### src/rtl/i2c_eng_pkg.sv
package i2c_eng_pkg;

    typedef enum logic [2:0] {
        OP_NONE    = 3'd0,
        OP_RECOVER = 3'd1,
        OP_START   = 3'd2,
        OP_STOP    = 3'd3,
        OP_WRITE   = 3'd4,
        OP_READ    = 3'd5
    } op_e;

    localparam int GRP_W  = 4;
    localparam int SLOT_W = 3;

    typedef struct packed {
        logic              busy;
        op_e               op;
        logic [GRP_W-1:0]  grp;
        logic [SLOT_W-1:0] slot;
        logic              scl_lo;
        logic              sda_lo;
        logic [7:0]        shift;
        logic [7:0]        rdata;
        logic              nack;
        logic              resp;
        logic              done;
    } seq_st_t;

    // index of the final group of a primitive
    function automatic logic [GRP_W-1:0] final_grp(op_e op);
        case (op)
            OP_WRITE:   return 4'd9;
            OP_READ:    return 4'd8;
            OP_RECOVER: return 4'd9;
            default:    return 4'd0;
        endcase
    endfunction

    // index of the final slot (unit) inside a group
    function automatic logic [SLOT_W-1:0] final_slot(op_e op, logic [GRP_W-1:0] g);
        case (op)
            OP_START: return 3'd2;
            OP_WRITE: return (g == 4'd9) ? 3'd0 : 3'd3;
            OP_READ:  return (g == 4'd8) ? 3'd4 : 3'd2;
            default:  return 3'd3;
        endcase
    endfunction

    // line pull-down state on entry to a slot: {scl_lo, sda_lo}
    function automatic logic [1:0] slot_drive(op_e op, logic [GRP_W-1:0] g,
                                              logic [SLOT_W-1:0] s, logic wbit,
                                              logic resp, logic scl_c, logic sda_c);
        logic c;
        logic d;
        c = scl_c;
        d = sda_c;
        case (op)
            OP_START: begin
                if (s == 3'd0) d = 1'b0;
                else if (s == 3'd1) c = 1'b0;
                else d = 1'b1;
            end
            OP_STOP: begin
                case (s)
                    3'd0:    c = 1'b1;
                    3'd1:    d = 1'b1;
                    3'd2:    c = 1'b0;
                    default: d = 1'b0;
                endcase
            end
            OP_WRITE: begin
                if (g == 4'd9) c = 1'b1;
                else if (s == 3'd0) c = 1'b1;
                else if (s == 3'd1) d = (g == 4'd8) ? 1'b0 : ~wbit;
                else if (s == 3'd2) c = 1'b0;
            end
            OP_READ: begin
                if (g == 4'd8) begin
                    case (s)
                        3'd0:    c = 1'b1;
                        3'd1:    d = ~resp;
                        3'd2:    c = 1'b0;
                        3'd4:    c = 1'b1;
                        default: ;
                    endcase
                end else if (s == 3'd0) begin
                    c = 1'b1;
                    d = 1'b0;
                end else if (s == 3'd1) begin
                    c = 1'b0;
                end
            end
            OP_RECOVER: begin
                if (g == 4'd9) begin
                    case (s)
                        3'd0:    c = 1'b1;
                        3'd1:    d = 1'b1;
                        3'd2:    c = 1'b0;
                        default: d = 1'b0;
                    endcase
                end else if (s == 3'd0) begin
                    c = 1'b1;
                    d = 1'b0;
                end else if (s == 3'd2) begin
                    c = 1'b0;
                end
            end
            default: ;
        endcase
        return {c, d};
    endfunction

endpackage

### src/rtl/i2c_eng_tick.sv
module i2c_eng_tick #(
    parameter int W = 8
) (
    input  logic         clk,
    input  logic         rst_n,
    input  logic         run_i,
    input  logic [W-1:0] div_i,
    output logic         tick_o
);
    logic [W-1:0] cnt_d, cnt_q;

    always_comb begin
        tick_o = run_i && (cnt_q == div_i);
        cnt_d  = (!run_i || tick_o) ? '0 : cnt_q + 1'b1;
    end

    always_ff @(posedge clk or negedge rst_n) begin
        if (!rst_n) cnt_q <= '0;
        else        cnt_q <= cnt_d;
    end

    AST_TICK_BOUND: assert property (@(posedge clk) disable iff (!rst_n)
        run_i && $stable(div_i) |-> cnt_q <= div_i);

endmodule

### src/rtl/i2c_eng_seq.sv
module i2c_eng_seq
    import i2c_eng_pkg::*;
(
    input  logic       clk,
    input  logic       rst_n,
    input  logic [2:0] cmd_i,
    input  logic       cmd_valid_i,
    input  logic [7:0] wdata_i,
    input  logic       rd_nack_i,
    input  logic       tick_i,
    input  logic       sda_i,
    output logic       busy_o,
    output logic       done_o,
    output logic [7:0] rdata_o,
    output logic       nack_o,
    output logic       scl_lo_o,
    output logic       sda_lo_o
);
    seq_st_t st_d, st_q;
    op_e     req_op;
    logic    req_ok;
    logic    wbit;
    logic [GRP_W-1:0]  g_nx;
    logic [SLOT_W-1:0] s_nx;
    logic [1:0]        drv;

    always_comb begin
        req_op = op_e'(cmd_i);
        req_ok = cmd_valid_i && !st_q.busy &&
                 (cmd_i >= 3'd1) && (cmd_i <= 3'd5);
        st_d   = st_q;
        st_d.done = 1'b0;
        g_nx   = st_q.grp;
        s_nx   = st_q.slot;
        wbit   = 1'b0;
        drv    = {st_q.scl_lo, st_q.sda_lo};

        if (req_ok) begin
            st_d.busy  = 1'b1;
            st_d.op    = req_op;
            st_d.grp   = '0;
            st_d.slot  = '0;
            st_d.shift = wdata_i;
            st_d.resp  = rd_nack_i;
            drv = slot_drive(req_op, '0, '0, wdata_i[7], rd_nack_i,
                             st_q.scl_lo, st_q.sda_lo);
            st_d.scl_lo = drv[1];
            st_d.sda_lo = drv[0];
        end else if (st_q.busy && tick_i) begin
            if (st_q.op == OP_WRITE && st_q.grp == 4'd8 && st_q.slot == 3'd3)
                st_d.nack = sda_i;
            if (st_q.op == OP_READ && st_q.grp < 4'd8 && st_q.slot == 3'd1)
                st_d.shift = {st_q.shift[6:0], sda_i};

            if (st_q.slot == final_slot(st_q.op, st_q.grp)) begin
                if (st_q.grp == final_grp(st_q.op)) begin
                    st_d.busy = 1'b0;
                    st_d.done = 1'b1;
                    if (st_q.op == OP_READ) begin
                        st_d.sda_lo = 1'b0;
                        st_d.rdata  = st_q.shift;
                    end
                end else begin
                    g_nx = st_q.grp + 1'b1;
                    s_nx = '0;
                end
            end else begin
                s_nx = st_q.slot + 1'b1;
            end

            if (st_d.busy) begin
                wbit = (g_nx < 4'd8) ? st_q.shift[~g_nx[2:0]] : 1'b0;
                drv  = slot_drive(st_q.op, g_nx, s_nx, wbit, st_q.resp,
                                  st_q.scl_lo, st_q.sda_lo);
                st_d.grp    = g_nx;
                st_d.slot   = s_nx;
                st_d.scl_lo = drv[1];
                st_d.sda_lo = drv[0];
            end
        end
    end

    always_ff @(posedge clk or negedge rst_n) begin
        if (!rst_n) begin
            st_q <= '{busy: 1'b0, op: OP_NONE, grp: '0, slot: '0,
                      scl_lo: 1'b0, sda_lo: 1'b0, shift: '0, rdata: '0,
                      nack: 1'b0, resp: 1'b0, done: 1'b0};
        end else begin
            st_q <= st_d;
        end
    end

    assign busy_o   = st_q.busy;
    assign done_o   = st_q.done;
    assign rdata_o  = st_q.rdata;
    assign nack_o   = st_q.nack;
    assign scl_lo_o = st_q.scl_lo;
    assign sda_lo_o = st_q.sda_lo;

    AST_DONE_SINGLE: assert property (@(posedge clk) disable iff (!rst_n)
        st_q.done |=> !st_q.done);
    AST_BUSY_END_DONE: assert property (@(posedge clk) disable iff (!rst_n)
        $fell(st_q.busy) |-> st_q.done);
    AST_IGNORE_BUSY: assert property (@(posedge clk) disable iff (!rst_n)
        st_q.busy && cmd_valid_i |=> $stable(st_q.op));
    AST_DATA_STABLE_HIGH: assert property (@(posedge clk) disable iff (!rst_n)
        st_q.busy && $past(st_q.busy) && (st_q.op == OP_WRITE || st_q.op == OP_READ)
        && !st_q.scl_lo && !$past(st_q.scl_lo) |-> $stable(st_q.sda_lo));
    AST_STOP_RELEASE: assert property (@(posedge clk) disable iff (!rst_n)
        st_q.done && (st_q.op == OP_STOP || st_q.op == OP_RECOVER)
        |-> !st_q.scl_lo && !st_q.sda_lo);

endmodule

### src/rtl/i2c_bit_engine.sv
module i2c_bit_engine #(
    parameter int DIV_W = 8
) (
    input  logic             clk,
    input  logic             rst_n,
    input  logic [2:0]       cmd_i,
    input  logic             cmd_valid_i,
    input  logic [7:0]       wdata_i,
    input  logic             rd_nack_i,
    input  logic [DIV_W-1:0] div_i,
    output logic             busy_o,
    output logic             done_o,
    output logic [7:0]       rdata_o,
    output logic             nack_o,
    output logic             scl_oe_o,
    output logic             sda_oe_o,
    input  logic             scl_i,
    input  logic             sda_i
);
    logic tick;
    logic busy;
    logic scl_unused;

    assign scl_unused = scl_i;

    i2c_eng_tick #(.W(DIV_W)) u_tick (
        .clk    (clk),
        .rst_n  (rst_n),
        .run_i  (busy),
        .div_i  (div_i),
        .tick_o (tick)
    );

    i2c_eng_seq u_seq (
        .clk         (clk),
        .rst_n       (rst_n),
        .cmd_i       (cmd_i),
        .cmd_valid_i (cmd_valid_i),
        .wdata_i     (wdata_i),
        .rd_nack_i   (rd_nack_i),
        .tick_i      (tick),
        .sda_i       (sda_i),
        .busy_o      (busy),
        .done_o      (done_o),
        .rdata_o     (rdata_o),
        .nack_o      (nack_o),
        .scl_lo_o    (scl_oe_o),
        .sda_lo_o    (sda_oe_o)
    );

    assign busy_o = busy;

endmodule

### config.mk
export PLATFORM = sky130hd
export DESIGN_NAME = i2c_bit_engine
export DESIGN_NICKNAME = d
export VERILOG_FILES = /design/src/rtl/i2c_eng_pkg.sv /design/src/rtl/i2c_eng_tick.sv /design/src/rtl/i2c_eng_seq.sv /design/src/rtl/i2c_bit_engine.sv
export SDC_FILE = /design/constraint.sdc
export NUM_CORES = 1
export LEC_CHECK = 0
export BUFFER_PORTS_ARGS = -buffer_cell sky130_fd_sc_hd__buf_2
export CORE_MARGIN = 2
export CORE_UTILIZATION = 63
export DETAILED_ROUTE_END_ITERATION = 10
export GPL_TIMING_DRIVEN = 0
export PLACE_DENSITY = 0.91
export SETUP_SLACK_MARGIN = 0.02
export SLEW_MARGIN = 20
export SYNTH_ARGS = -nofsm -noshare
export SYNTH_HDL_FRONTEND = slang
export SYNTH_SLANG_ARGS = --single-unit
### constraint.sdc
create_clock -name clk -period 5.5 [get_ports clk]
set_input_delay 0.275 -clock clk [delete_from_list [all_inputs] [get_ports clk]]
set_output_delay 0.275 -clock clk [all_outputs]
set_load 0.02 [all_outputs]
After elaboration in Yosys (flattened, before gate mapping)
Index checks and enable logic that the tools add are counted.
{ "totals": {"ff_bits": 40, "wordCells": 155, "inputBits": 25} }
{ "classes": {"bitwise": 4, "magnitude_cmp": 5, "n_addsub": 3, "eq_ne": 32, "n_reduce_logical": 30, "n_mux": 69} }
{ "ops": {"columns": ["operator", "count"], "rows": [
  ["8-bit 2-to-1 mux", 5],
  ["1-bit 2-to-1 mux", 38],
  ["4-bit 2-to-1 mux", 7],
  ["26-bit 2-to-1 mux", 1],
  ["3-bit 2-to-1 mux", 7],
  ["5-bit by 4-bit inequality test with 1-bit output (second input constant)", 4],
  ["3-bit by 2-bit == test with 1-bit output (second input constant)", 6],
  ["17-bit 2-to-1 mux", 1],
  ["4-bit == test (second input constant)", 4],
  ["3-bit == test (second input constant)", 5],
  ["3-bit by 1-bit == test with 1-bit output (second input constant)", 4],
  ["4-bit by 3-bit inequality test with 1-bit output (second input constant)", 3],
  ["11-bit AND reduction", 1],
  ["1-bit case mux with 5 select lines", 2],
  ["1-bit logical AND", 9],
  ["9-bit 2-to-1 mux", 1],
  ["3-bit case mux with 3 select lines", 1],
  ["3-bit nonzero test", 3],
  ["8-bit by 1-bit adder with 8-bit output (second input constant)", 1],
  ["8-bit == test", 1],
  ["4-bit less-than comparator (second input constant)", 2],
  ["4-bit case mux with 2 select lines", 1],
  ["7-bit AND reduction", 1],
  ["1-bit case mux with 2 select lines", 3],
  ["other kinds (24)", 32]
]} }

Depth between registers and ports, before layout
{ "depth": {"ltp_word": 27, "mapped_depth": 14} }

Cells and area by module
Synthesis repeated with hierarchy kept, for this count alone.
{ "hier_totals": {"hier_cells": 341, "hier_area_um2": 3084.2} }
{ "modules_own_cells": {"columns": ["mod", "n_inst", "cells_per_inst", "seq_area_each_um2", "area_each_um2"], "rows": [
  ["i2c_eng_seq", 1, 295, 800.8, 2583.7],
  ["i2c_eng_tick", 1, 46, 200.2, 500.5]
]} }

Worst setup path after synthesis
Ideal clock, no wire load.
{ "synth_timing": {"path_type": "reg-to-reg", "startpoint": "register u_seq.st_q[24] in the netlist's numbering", "endpoint": "register u_seq.st_q, in the netlist u_seq.sda_lo_o", "stages_incl_launch_ff": 15, "path_buffers": 4, "arrival_ns": 3.561, "setup_slack_ns": 1.807, "setup_ns": 0.133, "period_less_slack_ns": 3.693, "required_ns": 5.367, "path_cell_list": "dfrtp_1 clkbuf_1 clkbuf_1 inv_1 ha_1 and3_1 buf_2 a211o_1 buf_6 a21oi_2 mux2_2 a31o_2 o221a_1 a2111oi_0 o2bb2ai_1"} }
{ "synth_between": {"elab_chain_len": 22} }
{ "synth_rtl": {"columns": ["item", "line_no", "rtl"], "rows": [
  ["start: declaration", "i2c_eng_seq.sv:19", "seq_st_t st_d, st_q;"],
  ["start signal: assignment", "i2c_eng_seq.sv:85", "st_q <= '{busy: 1'b0, op: OP_NONE, grp: '0, slot: '0,"],
  ["start signal: assignment", "i2c_eng_seq.sv:89", "st_q <= st_d;"],
  ["4-bit == test (on tied branches)", "i2c_eng_pkg.sv:43, i2c_eng_pkg.sv:44", null],
  ["2-bit 2-to-1 mux / 3-bit 2-to-1 mux (equally long branches)", "i2c_eng_pkg.sv:43, i2c_eng_pkg.sv:44", null],
  ["3-bit case mux with 3 select lines", "i2c_eng_pkg.sv:41", "case (op)"],
  ["3-bit 2-to-1 mux", "i2c_eng_seq.sv:49", "end else if (st_q.busy && tick_i) begin"],
  ["3-bit 2-to-1 mux", "i2c_eng_seq.sv:38", "if (req_ok) begin"],
  ["3-bit == test", "i2c_eng_seq.sv:55", "if (st_q.slot == final_slot(st_q.op, st_q.grp)) begin"],
  ["4-bit 2-to-1 mux", "i2c_eng_seq.sv:55", null],
  ["4-bit 2-to-1 mux", "i2c_eng_seq.sv:49", null],
  ["[... 5 more ...]", null, null],
  ["1-bit inverter", "i2c_eng_pkg.sv:74", "else if (s == 3'd1) d = (g == 4'd8) ? 1'b0 : ~wbit;"],
  ["1-bit 2-to-1 mux (2 in a row)", "i2c_eng_pkg.sv:74", null],
  ["1-bit 2-to-1 mux", "i2c_eng_pkg.sv:73", "else if (s == 3'd0) c = 1'b1;"],
  ["1-bit 2-to-1 mux", "i2c_eng_pkg.sv:72", "if (g == 4'd9) c = 1'b1;"],
  ["1-bit case mux with 5 select lines", "i2c_eng_pkg.sv:57", "case (op)"],
  ["9-bit 2-to-1 mux", "i2c_eng_seq.sv:71", "if (st_d.busy) begin"],
  ["26-bit 2-to-1 mux", "i2c_eng_seq.sv:49", null],
  ["17-bit 2-to-1 mux", "i2c_eng_seq.sv:38", null]
]} }
Several ways; a longest one is shown, not always the timed one. The select of a mux whose other input is x is not followed.
A chain may end at the register's enable or synchronous reset.

Final worst setup path
Ends and elaborated chain as after synthesis.

==> impl_metrics.env <==
export IMPL_final_common_cell="buf_2"
export IMPL_wirelength_mm=8.37
export IMPL_syn_area_mm2=0.00309
export IMPL_overflow=0
export IMPL_synth_top_cell_area_share_pct=32.4
export IMPL_slew_headroom_pct=38.9
export IMPL_synth_seq_cells=40
export IMPL_p_total_mw=1.27
export IMPL_synth_cell_type_count=67
export IMPL_cts_inserted_buffers=5
export IMPL_cts_max_level=2
export IMPL_powerDensity_mw_per_mm2=363
export IMPL_timing_hold_violations_final=0
export IMPL_area_growth_pct=13.0
export IMPL_worstMarginPinSlew_ns=0.893
export IMPL_grt_first_pass_wirelength_mm=13.7
export IMPL_pin_count=38
export IMPL_first_pass_iters=5
export IMPL_drt_iter0_drc=421
export IMPL_multi_input_area_mm2=0.00187
export IMPL_post_cts_resize_count=0
export IMPL_path_class="reg2reg"
export IMPL_grt_use_total_pct=32.7
export IMPL_drv_slew=0
export IMPL_fin_util_pct=73.9
export IMPL_cts_hold_buf=0
export IMPL_synth_fp_nets=380
export IMPL_drc=0
export IMPL_antenna_found_initial=0
export IMPL_synthCells=348
export IMPL_fin_crit_ns=4.50
export IMPL_die_w_um=74.0
export IMPL_cts_tree="built"
export IMPL_status="completed"
export IMPL_path_max_fanout=10
export IMPL_placed_cell_area_mm2=0.00336
export IMPL_arrival_ns=4.67
export IMPL_clock_skew_final_ns=0.00847
export IMPL_avgViaCountPerCell=6.60
export IMPL_synth_area_leader_cell="dfrtp_1"
export IMPL_wire_per_inst_um=18.3
export IMPL_cp_end_kind="register"
export IMPL_synth_warnings=0
export IMPL_vias=3024
export IMPL_yosys_top_cells_area="dfrtp_1 (32%), mux2_2 (4.4%), nand3_1 (3.9%)"
export IMPL_ant_nets=0
export IMPL_die_area_mm2=0.00548
export IMPL_placementRows=25
export IMPL_start_util_pct=65.4
export IMPL_grt_max_degree=41
export IMPL_dieHeight_um=74.0
export IMPL_fin_nets=423
export IMPL_hold_path_class="in2async"
export IMPL_synthFlopType="dfrtp_1"
export IMPL_ys_async_sr_fraction_pct=100
export IMPL_clk_pin_slew_ns=0.08
export IMPL_tns_ns=0
export IMPL_root_buffer="clkbuf_8"
export IMPL_final_seq_area_mm2=0.00100
export IMPL_finalWeightedCongestion=1.03
export IMPL_power_leakage_nw=1.48
export IMPL_hpwl_mm=6.10
export IMPL_clkLatencyLatePin_ns=0.30
export IMPL_maxCapViolations=0
export IMPL_vdd_ir_drop_max_uv=242
export IMPL_finalSetupViolations=0
export IMPL_fmax_mhz=222
export IMPL_synth_edf_count=0
export IMPL_final_layout_size_suffix_gt1_share_pct=22.8
export IMPL_mostFrequentLayoutCells="buf_2 (41), dfrtp_1 (40), nor2_1 (26)"
export IMPL_io_buffer_count=36
export IMPL_clockBufferDepth=2
export IMPL_core_area_mm2=0.00472
export IMPL_cp_required_ns=5.68
export IMPL_synth_seq_area_share_pct=32.4
export IMPL_critPathLaunchType="register"
export IMPL_fillers=352
export IMPL_diodes=0
export IMPL_cts_sinks=40
export IMPL_period_share_pct=81.8
export IMPL_rsz0062_at_grt="false"
export IMPL_cts_setup_buffers=0
export IMPL_grt_pass1_vias=2880
export IMPL_fin_area_mm2=0.00349
export IMPL_avgSynthCellArea_um2=8.87
Yosys cell counts, types with 3 or more instances:
master	n
clkbuf_1	11
nand2b_1	4
nor2_1	26
o21a_1	3
dfrtp_1	40
a31oi_1	7
o2111ai_1	4
inv_1	21
mux2i_1	5
nor3_1	11
buf_2	5
mux2_2	12
nor2b_1	3
buf_4	8
a222oi_1	8
o211ai_1	3
nand2_1	22
o21ai_1	3
a2111oi_0	3
o31ai_1	3
nand4_1	6
a21oi_1	11
ha_1	7
or3_1	3
nand3_1	24
o21ai_0	14
xnor2_1	13
xor2_1	8
and3_1	5
a211oi_1	4
logic make-up (layout without fill, tap and decap cells):
logic type               Yosys count  after routing  synth area share, %
adder cells (fa/ha/maj)            7              7                 2.84
multiplexers                      17             17                 6.00
buffers and inverters             48             91                 7.50
AO/OA/AOI/OAI                     96             96                 25.6
XOR/XNOR                          21             21                 5.96
flip-flops                        40             40                 32.4
AND/OR/NAND/NOR                  119            119                 19.7
worst max-delay path, cell delays in order (launching register included):
cell,delay [ns]
dfrtp_1,0.41
clkbuf_1,0.45
clkbuf_1,0.38
inv_1,0.17
ha_1,0.29
and3_1,0.16
buf_2,0.15
a211o_1,0.32
buf_6,0.17
a2111oi_0,0.78
xor2_1,0.21
a31oi_1,0.20
o2111ai_1,0.17
a2111oi_0,0.39
o2bb2ai_1,0.13
registers in the layout, summed over array words and instances (netlist names):
name / count
u_seq.st_q: 19
u_seq.rdata_o: 8
u_tick.cnt_q: 8
u_seq.busy_o: 1
u_seq.done_o: 1
u_seq.nack_o: 1
u_seq.scl_lo_o: 1
u_seq.sda_lo_o: 1
final timing paths:
| path | from | cells after the start | endpoint | slack (ns) |
|---|---|---|---|---|
| worst max register to register | u_seq.st_q[24] | 14 | u_seq.sda_lo_o | 1.00 |
| max in group asynchronous | rst_n | 1 | u_tick.cnt_q[3] | 4.82 |
| min in group clk | wdata_i[6] | 3 | u_seq.st_q[17] | 0.19 |
| worst min register to register | u_seq.st_q[1] | 2 | u_seq.st_q[1] | 0.50 |
| worst max-delay path | u_seq.st_q[24] | 14 | u_seq.sda_lo_o | 1.00 |
| worst min-delay path | rst_n | 1 | u_seq.done_o | 0.09 |
per-layer routing:
metal | GRT usage [%] | up-vias | wire length [um]
li1 | - | 1389 | -
met1 | 46.0 | 1441 | 3600
met2 | 51.8 | 165 | 3960
met3 | 5.69 | 29 | 592
met4 | 10.7 | 0 | 214
met5 | 0 | - | 0
power breakdown:
part	internal, mW	total, mW	switching (mW)
Combinational	0.206	0.544	0.338
Sequential	0.360	0.438	0.0778
Clock	0.179	0.286	0.107
metrics by stage:
step	std cells	hold WS, ns	setup WS [ns]
CTS	458	0.143	1.13
global route	458	0.192	0.910
detailed placement	451	0.458	1.20
finish	458	0.0942	1.00
floorplan	348	-0.0206	1.81
global placement	451	0.452	1.37
area by class of cell:
class / instances / share of cell area, %
Buffer: 27 / 4.37
Clock buffer: 5 / 1.97
Clock inverter: 2 / 1.72
Inverter: 21 / 2.26
Multi-Input combinational cell: 260 / 53.4
Sequential cell: 40 / 28.7
Tap cell: 67 / 2.40
Timing Repair Buffer: 36 / 5.16
Power figures use the tool's default switching activity.
